### src/rtl/pc_fetch_pkg.sv
package pc_fetch_pkg;

    // Source of the next program-counter value
    typedef enum logic [1:0] {
        SRC_SEQ   = 2'd0,
        SRC_TAKEN = 2'd1,
        SRC_JUMP  = 2'd2
    } pc_src_e;

    localparam int unsigned WORD_BYTES = 4;
    localparam int unsigned ALIGN_BITS = 2;

endpackage

### src/rtl/pc_target_gen.sv
module pc_target_gen #(
    parameter int unsigned ADDR_W = 32,
    parameter int unsigned IMM_W  = 16,
    parameter int unsigned TGT_W  = 26
) (
    input  logic [ADDR_W-1:0] pc_i,
    input  logic [IMM_W-1:0]  disp_i,
    input  logic [TGT_W-1:0]  jfield_i,
    output logic [ADDR_W-1:0] seq_o,
    output logic [ADDR_W-1:0] taken_o,
    output logic [ADDR_W-1:0] jump_o
);
    import pc_fetch_pkg::*;

    localparam int unsigned EXT_W = ADDR_W - IMM_W - ALIGN_BITS;
    localparam int unsigned HI_W  = ADDR_W - TGT_W - ALIGN_BITS;

    logic [ADDR_W-1:0] disp_scaled;

    // Sign-extend the displacement and scale words to bytes
    assign disp_scaled = {{EXT_W{disp_i[IMM_W-1]}}, disp_i, {ALIGN_BITS{1'b0}}};

    assign seq_o   = pc_i + ADDR_W'(WORD_BYTES);
    assign taken_o = seq_o + disp_scaled;
    // Region-local jump keeps the upper counter bits
    assign jump_o  = {pc_i[ADDR_W-1 -: HI_W], jfield_i, {ALIGN_BITS{1'b0}}};

endmodule

### src/rtl/pc_src_sel.sv
module pc_src_sel (
    input  logic                  is_branch_i,
    input  logic                  alu_zero_i,
    input  logic                  is_jump_i,
    output pc_fetch_pkg::pc_src_e src_o
);
    import pc_fetch_pkg::*;

    logic take_branch;

    // Taken only when the decoded branch flag meets an equal result
    assign take_branch = is_branch_i & alu_zero_i;

    always_comb begin
        unique case ({is_jump_i, take_branch})
            2'b00:   src_o = SRC_SEQ;
            2'b01:   src_o = SRC_TAKEN;
            default: src_o = SRC_JUMP;   // jump overrides branch
        endcase
    end

endmodule

### src/rtl/pc_reg.sv
module pc_reg #(
    parameter int unsigned      ADDR_W    = 32,
    parameter logic [ADDR_W-1:0] RESET_VEC = '0
) (
    input  logic              clk,
    input  logic              rst,
    input  logic [ADDR_W-1:0] pc_next_i,
    output logic [ADDR_W-1:0] pc_o
);
    logic [ADDR_W-1:0] pc_q;

    always_ff @(posedge clk) begin
        if (rst) pc_q <= RESET_VEC;
        else     pc_q <= pc_next_i;
    end

    assign pc_o = pc_q;

    // reset loads the start address on the following edge
    assert_reset_load_R1: assert property (@(posedge clk)
        rst |=> (pc_q == RESET_VEC));

    // the counter only follows the selected next value
    assert_follows_next_R9: assert property (@(posedge clk) disable iff (rst)
        !rst |=> (pc_q == $past(pc_next_i)));

endmodule

### src/rtl/pc_fetch_unit.sv
module pc_fetch_unit #(
    parameter int unsigned      ADDR_W    = 32,
    parameter int unsigned      INSTR_W   = 32,
    parameter int unsigned      IMM_W     = 16,
    parameter int unsigned      TGT_W     = 26,
    parameter logic [ADDR_W-1:0] RESET_VEC = '0
) (
    input  logic               clk,
    input  logic               rst,
    input  logic               is_branch_i,
    input  logic               alu_zero_i,
    input  logic               is_jump_i,
    input  logic [INSTR_W-1:0] instr_i,
    output logic [ADDR_W-1:0]  instr_addr_o
);
    import pc_fetch_pkg::*;

    localparam int unsigned EXT_W = ADDR_W - IMM_W - ALIGN_BITS;
    localparam int unsigned HI_W  = ADDR_W - TGT_W - ALIGN_BITS;

    logic [ADDR_W-1:0] pc_cur;
    logic [ADDR_W-1:0] pc_next;
    logic [ADDR_W-1:0] cand_seq;
    logic [ADDR_W-1:0] cand_taken;
    logic [ADDR_W-1:0] cand_jump;
    logic [IMM_W-1:0]  disp_field;
    logic [TGT_W-1:0]  jump_field;
    pc_src_e           src_sel;
    logic              unused_op_bits;

    // Field extraction from the fetched word
    assign disp_field     = instr_i[IMM_W-1:0];
    assign jump_field     = instr_i[TGT_W-1:0];
    assign unused_op_bits = ^instr_i[INSTR_W-1:TGT_W];

    pc_target_gen #(
        .ADDR_W (ADDR_W),
        .IMM_W  (IMM_W),
        .TGT_W  (TGT_W)
    ) u_targets (
        .pc_i     (pc_cur),
        .disp_i   (disp_field),
        .jfield_i (jump_field),
        .seq_o    (cand_seq),
        .taken_o  (cand_taken),
        .jump_o   (cand_jump)
    );

    pc_src_sel u_sel (
        .is_branch_i (is_branch_i),
        .alu_zero_i  (alu_zero_i),
        .is_jump_i   (is_jump_i),
        .src_o       (src_sel)
    );

    // Next-value selection, one branch per source
    always_comb begin
        unique case (src_sel)
            SRC_TAKEN: pc_next = cand_taken;
            SRC_JUMP:  pc_next = cand_jump;
            default:   pc_next = cand_seq;
        endcase
    end

    pc_reg #(
        .ADDR_W    (ADDR_W),
        .RESET_VEC (RESET_VEC)
    ) u_pc (
        .clk       (clk),
        .rst       (rst),
        .pc_next_i (pc_next),
        .pc_o      (pc_cur)
    );

    assign instr_addr_o = pc_cur;

    // any non-jump, non-taken cycle steps one word
    assert_step_word_R2: assert property (@(posedge clk) disable iff (rst)
        (!is_jump_i && !(is_branch_i && alu_zero_i))
        |=> (instr_addr_o == $past(instr_addr_o) + ADDR_W'(WORD_BYTES)));

    // taken branch adds the scaled signed displacement
    assert_taken_branch_R4: assert property (@(posedge clk) disable iff (rst)
        (!is_jump_i && is_branch_i && alu_zero_i)
        |=> (instr_addr_o == $past(instr_addr_o) + ADDR_W'(WORD_BYTES)
             + {{EXT_W{$past(instr_i[IMM_W-1])}}, $past(instr_i[IMM_W-1:0]), 2'b00}));

    // jump wins regardless of branch inputs
    assert_jump_dest_R6: assert property (@(posedge clk) disable iff (rst)
        is_jump_i
        |=> (instr_addr_o == {$past(instr_addr_o[ADDR_W-1 -: HI_W]),
                              $past(instr_i[TGT_W-1:0]), 2'b00}));

    // word alignment is kept once out of reset
    assert_aligned_R10: assert property (@(posedge clk) disable iff (rst)
        (instr_addr_o[ALIGN_BITS-1:0] == '0));

endmodule

### config.mk
export PLATFORM = sky130hd
export DESIGN_NAME = pc_fetch_unit
export DESIGN_NICKNAME = d
export VERILOG_FILES = /design/src/rtl/pc_fetch_pkg.sv /design/src/rtl/pc_target_gen.sv /design/src/rtl/pc_src_sel.sv /design/src/rtl/pc_reg.sv /design/src/rtl/pc_fetch_unit.sv
export SDC_FILE = /design/constraint.sdc
export NUM_CORES = 1
export LEC_CHECK = 0
export ABC_AREA = 1
export BUFFER_PORTS_ARGS = -buffer_cell sky130_fd_sc_hd__buf_2
export CAP_MARGIN = 20
export CORE_MARGIN = 2
export CORE_UTILIZATION = 59
export DETAILED_ROUTE_END_ITERATION = 7
export HOLD_SLACK_MARGIN = 0.12
export PLACE_DENSITY_LB_ADDON = 0.05
export SLEW_MARGIN = 10
export SYNTH_ARGS = -nofsm -noshare
export SYNTH_HDL_FRONTEND = slang
export SYNTH_SLANG_ARGS = --single-unit
### constraint.sdc
create_clock -name clk -period 2.9 [get_ports clk]
set_clock_uncertainty 0.05 [all_clocks]
set_input_delay 0.58 -clock clk [delete_from_list [all_inputs] [get_ports clk]]
set_output_delay 0.58 -clock clk [all_outputs]
set_load 0.005 [all_outputs]
* Yosys cells after proc, flatten, opt, wreduce, memory -nomap -nowiden *
Index checks and enable logic that the tools add are counted.

storage, ports and cells
  register bits = 32
  word-level logic and storage cells = 11
  output and inout port bits = 32

operators by class
  eq/ne operators = 3
  multiplexer cells = 2
  $add $sub $neg = 2
  bitwise gates (word level) = 1
  reductions and logical operators = 1

operators by type and width
  kind                                                  count
  one-hot mux 32 bit (2 select lines)                   1
  adder 32 x 3 -> 32 bit (second input constant)        1
  adder 32 bit                                          1
  equality test 2 x 1 -> 1 bit (second input constant)  2
  one-hot mux 2 bit (2 select lines)                    1
  equality test 2 bit (second input constant)           1
  zero test 2 bit                                       1
  AND 1 bit                                             1

* Logic depth before layout (Yosys ltp) *
  depth in word-level cells = 5
  mapped depth = 21

* By module *
From an unflattened synthesis, not the netlist that was laid out.

unflattened totals
  cell total of the unflattened synthesis = 911
  area total of the unflattened synthesis = 4,958.5 um2

modules (own cells, without submodules)
  module         cells each  area each (um2)  instances
  pc_target_gen  599         3,151.8          1
  pc_reg         99          914.6            1
  pc_fetch_unit  210         878.3            1
  pc_src_sel     3           13.8             1

* Worst setup path before layout *
Ideal clock, no wire load.

  path kind = register -> register
  start = reg u_pc.pc_q[2], in the netlist u_pc.pc_o[2]
  end = reg u_pc.pc_q[27], in the netlist u_pc.pc_o[27]
  required time = 2.716 ns
  path slack = 0.211 ns
  cell stages (with the launch flop) = 18
  arrival = 2.505 ns
  library setup time = 0.134 ns
  cell sequence = dfxtp_1 -> ha_1 -> inv_1 -> nor3_2 -> nand2_1 -> nor2_2 -> nand2_1 -> xor2_1 -> ha_1 -> nand2_1 -> nor2_1 -> nand2_1 -> nor4_1 -> nand2_1 -> nand2_1 -> nand2_1 -> nand3_1 -> a21oi_1

between the ends
  word-level cells in the longest chain between the ends = 3

RTL lines
  item                                   line                 source
  start, declared                        pc_reg.sv:10         logic [ADDR_W-1:0] pc_q;
  start signal, assigned                 pc_reg.sv:14         else pc_q <= pc_next_i;
  adder 32 x 3 -> 32 bit *               pc_target_gen.sv:23  assign seq_o = pc_i + ADDR_W'(WORD_BYTES);
  adder 32 bit                           pc_target_gen.sv:24  assign taken_o = seq_o + disp_scaled;
  one-hot mux 32 bit (2 select lines) *  pc_fetch_unit.sv:58  unique case (src_sel)

Mark *: on every way between the ends. The rest lies on a longest branch, timed or not.
A chain may end at the register's enable or synchronous reset.

* Final worst setup path *
  start = reg u_pc.pc_q[14], in the netlist u_pc.pc_o[14]
  end = reg u_pc.pc_q[27], in the netlist u_pc.pc_o[27]

Same word-level chain as after synthesis.

==> impl_metrics.ini <==
[power]
comb_power_share = 0.487
p_int_mw = 1.04
p_leak_nw = 2.93
clock_power_share = 0.241
pwr-share-seq = 0.272
switching_share = 0.417
power_density_mw_per_mm2 = 308
irDropWorstVdd_mv = 0.168
switching_power_uw = 742

[critical_path]
critical_path_class = register to register
worstPathMaxFanout = 5
cp.required_ps = 3060
endpoint_kind = register
cp.arrival_ps = 3190
critPathLaunch = u_pc.pc_o[14]
rr_startpoint = u_pc.pc_o[14]
worst_setup_path_start_kind = register

[timing]
setup_slack_ps = -127
hold_viol = 0
fin_crit_ps = 3030
slew_viol_final = 0
slew_headroom = 0.540
finalCritPeriodShare = 1.04
rsz0062_at_grt = true
fin_tns_setup_ps = -750
finalSetupViolations = 12
fmax_mhz = 330
worst_pin_slew_ps = 690

[grt]
grt_pass1_vias = 4560
grt_pass1_wl_mm = 21.4
track_usage = 0.354
grt_overflow_total = 0
grt_max_degree = 31
antenna_found_initial = 1

[run_status]
violations = negative setup slack
outcome = complete, but fails checks

[flow_run]
maxCapViolations = 0

[floorplanning]
start_util = 0.614
num_io_pins = 69
die_area_mm2 = 0.00784
rows = 30
die_w_um = 88.6
fp.dieH_um = 88.6
core_area_mm2 = 0.00687

[routing]
first_pass_iters = 7
drt_iter0_markers = 687
avgRoutedWirePerCell_um = 17.5
drtAntennaViolNets = 0
drc = 0
routed_wl_mm = 16.8
dr_total_vias = 5720
via_per_inst = 5.94

[worst_hold_path]
hp-start = instr_i[5]
min_path_type = input pin to register

[final_layout]
synthToLayoutAreaGrowth_pct = 36.8
drive_gt1_frac = 0.323
largest_register_ffs = 30
multiInputGateArea_mm2 = 0.00380
n_antenna_cell = 0
fin_nets = 936
final_cells = 963
ff_latch_area_um2 = 631
fillers = 448

[clocking]
clockRootBuffer = clkbuf_8
clk_pin_slew_ps = 80
clock_latency_ps = 290
cts_tree = built
holdBufCountCts = 0
clock-sinks = 30
htreeDepth = 2
cts-buffers-inserted = 5
clockBufferDepth = 2

[synth]
synth_area_mm2 = 0.00422
synth_cells = 764
synth.distinct_cells = 39
ys_seq_area_frac = 0.142
yosysWarningCount = 0
synthArstFlopShare = 0
synth_edf_count = 0
syn-mean-instance-area_um2 = 5.52
ys_seq_elements = 30
ys.flop_type = dfxtp_1

[placement]
dp.cells = 945
routabilityCongestion = 0.971
port_buffers = 60
dp_hpwl_mm = 11.3
## through the flow
stage	util	instance area (um2)	power (mW)	hold WS (ps)	worst slack, ps
6_report	0.840	5770	1.78	537	-127
5_1_grt	0.840	5770	1.87	557	-242
4_1_cts	0.732	5020	1.57	534	-35.8
3_5_place_dp	0.709	4870	1.16	580	-89.5
3_3_place_gp	0.709	4870	1.13	563	-25.3
2_1_floorplan	-	4220	0.927	519	211
## layout by cell type (no fill, tap or decap), drive strengths merged
cell type  netlist  layout
o21a             1       1
a21oi           42      42
fa               1       1
bufinv           0       1
nand2          281     281
dfxtp           30      30
xor2            16      16
nand3b          10      10
nand4           15      15
o21bai           7       7
a31oi           16      16
nand3           67      67
nor3            14      14
a21o             1       1
ha              32      32
buf              6     108
and2             7       7
nor4             2       2
clkbuf           8       5
nor2            60      60
or2              8       8
conb             1       2
clkinv           0       2
a21boi           2       2
o21ai           17      17
inv            118     118
xnor2            2       2
## path summary, 6_finish.rpt
kind	end	slack [ps]	cells past startpoint
worst min-delay path	u_pc.pc_o[7]	540	3
worst min register to register	u_pc.pc_o[31]	600	4
worst max register to register	u_pc.pc_o[27]	-130	18
worst max-delay path	u_pc.pc_o[27]	-130	18
## power by group through the flow
| stage | Clock [mW] | Combinational (mW) | Sequential [mW] |
|---|---|---|---|
| 2_1_floorplan | 0 | 0.443 | 0.484 |
| 3_3_place_gp | 0 | 0.654 | 0.480 |
| 3_5_place_dp | 0 | 0.675 | 0.482 |
| 4_1_cts | 0.417 | 0.685 | 0.473 |
| 5_1_grt | 0.440 | 0.943 | 0.485 |
| 6_report | 0.429 | 0.867 | 0.484 |
## layout make-up
| type | count | share of cell area |
|---|---|---|
| clock buffers | 5 | 0.0119 |
| well taps | 96 | 0.0208 |
| clock inverters | 3 | 0.00694 |
| flip-flops and latches | 30 | 0.109 |
| multi-input cells | 603 | 0.659 |
| repair buffers | 108 | 0.116 |
| inverters | 118 | 0.0767 |
## worst max-delay path, cell delays in order (launching register included)
cell and delay [ps]:
dfxtp_2 390, nand2_1 200, nor2_2 170, nand2_2 110
nor2_8 180, nand3b_4 120, inv_1 80, nand3_1 110
nand2_1 140, inv_1 80, ha_4 310, nand2_4 80
nor2_4 110, nand2_1 90, nor4_2 220, nand2_1 140
nand3b_1 120, nand3_2 90, a21oi_1 140
## kinds of logic (layout without fill, tap and decap cells)
logic type | count (synthesis) | in the layout | synth area share
adder cells (fa/ha/maj) | 33 | 33 | 0.0997
other | 1 | 2 | 0.000889
buffers and inverters | 132 | 234 | 0.120
AND/OR/NAND/NOR | 464 | 464 | 0.481
flip-flops | 30 | 30 | 0.142
XOR/XNOR | 18 | 18 | 0.0392
AO/OA/AOI/OAI | 86 | 86 | 0.117
## Yosys cell counts (2+ instances only)
cell type,number,area share
a21oi_1,41,0.049
ha_1,32,0.095
xor2_1,16,0.033
nand3_1,67,0.080
nand3b_1,9,0.016
nor3_1,10,0.012
nor4_1,2,0.0030
dfxtp_1,30,0.14
nand4_1,15,0.022
o21bai_1,6,0.011
or2_2,8,0.012
inv_1,117,0.10
nor3_2,4,0.0095
a31oi_1,16,0.024
nand2_2,4,0.0059
nor2_2,3,0.0045
and2_1,6,0.0089
nand2_1,277,0.25
o21ai_1,2,0.0024
clkbuf_1,8,0.0071
buf_2,3,0.0036
buf_4,2,0.0036
a21boi_0,2,0.0036
o21ai_2,2,0.0042
o21ai_0,13,0.015
nor2_1,56,0.050
## layer usage
| metal | wire length [um] | track usage | vias up |
|---|---|---|---|
| li1 | - | - | 2628 |
| met1 | 6560 | 0.505 | 2618 |
| met2 | 7760 | 0.576 | 407 |
| met3 | 1880 | 0.0336 | 65 |
| met4 | 598 | 0.0882 | 2 |
| met5 | 13 | 0 | - |
## timing repair
item / 4_1_cts / 5_1_grt
setup endpoints to repair: 12 / 23
pin swaps: 2 / 35
resized for setup: 9 / 165
setup buffers: 2 / 8
No activity file was read; power rests on OpenSTA's default activity.
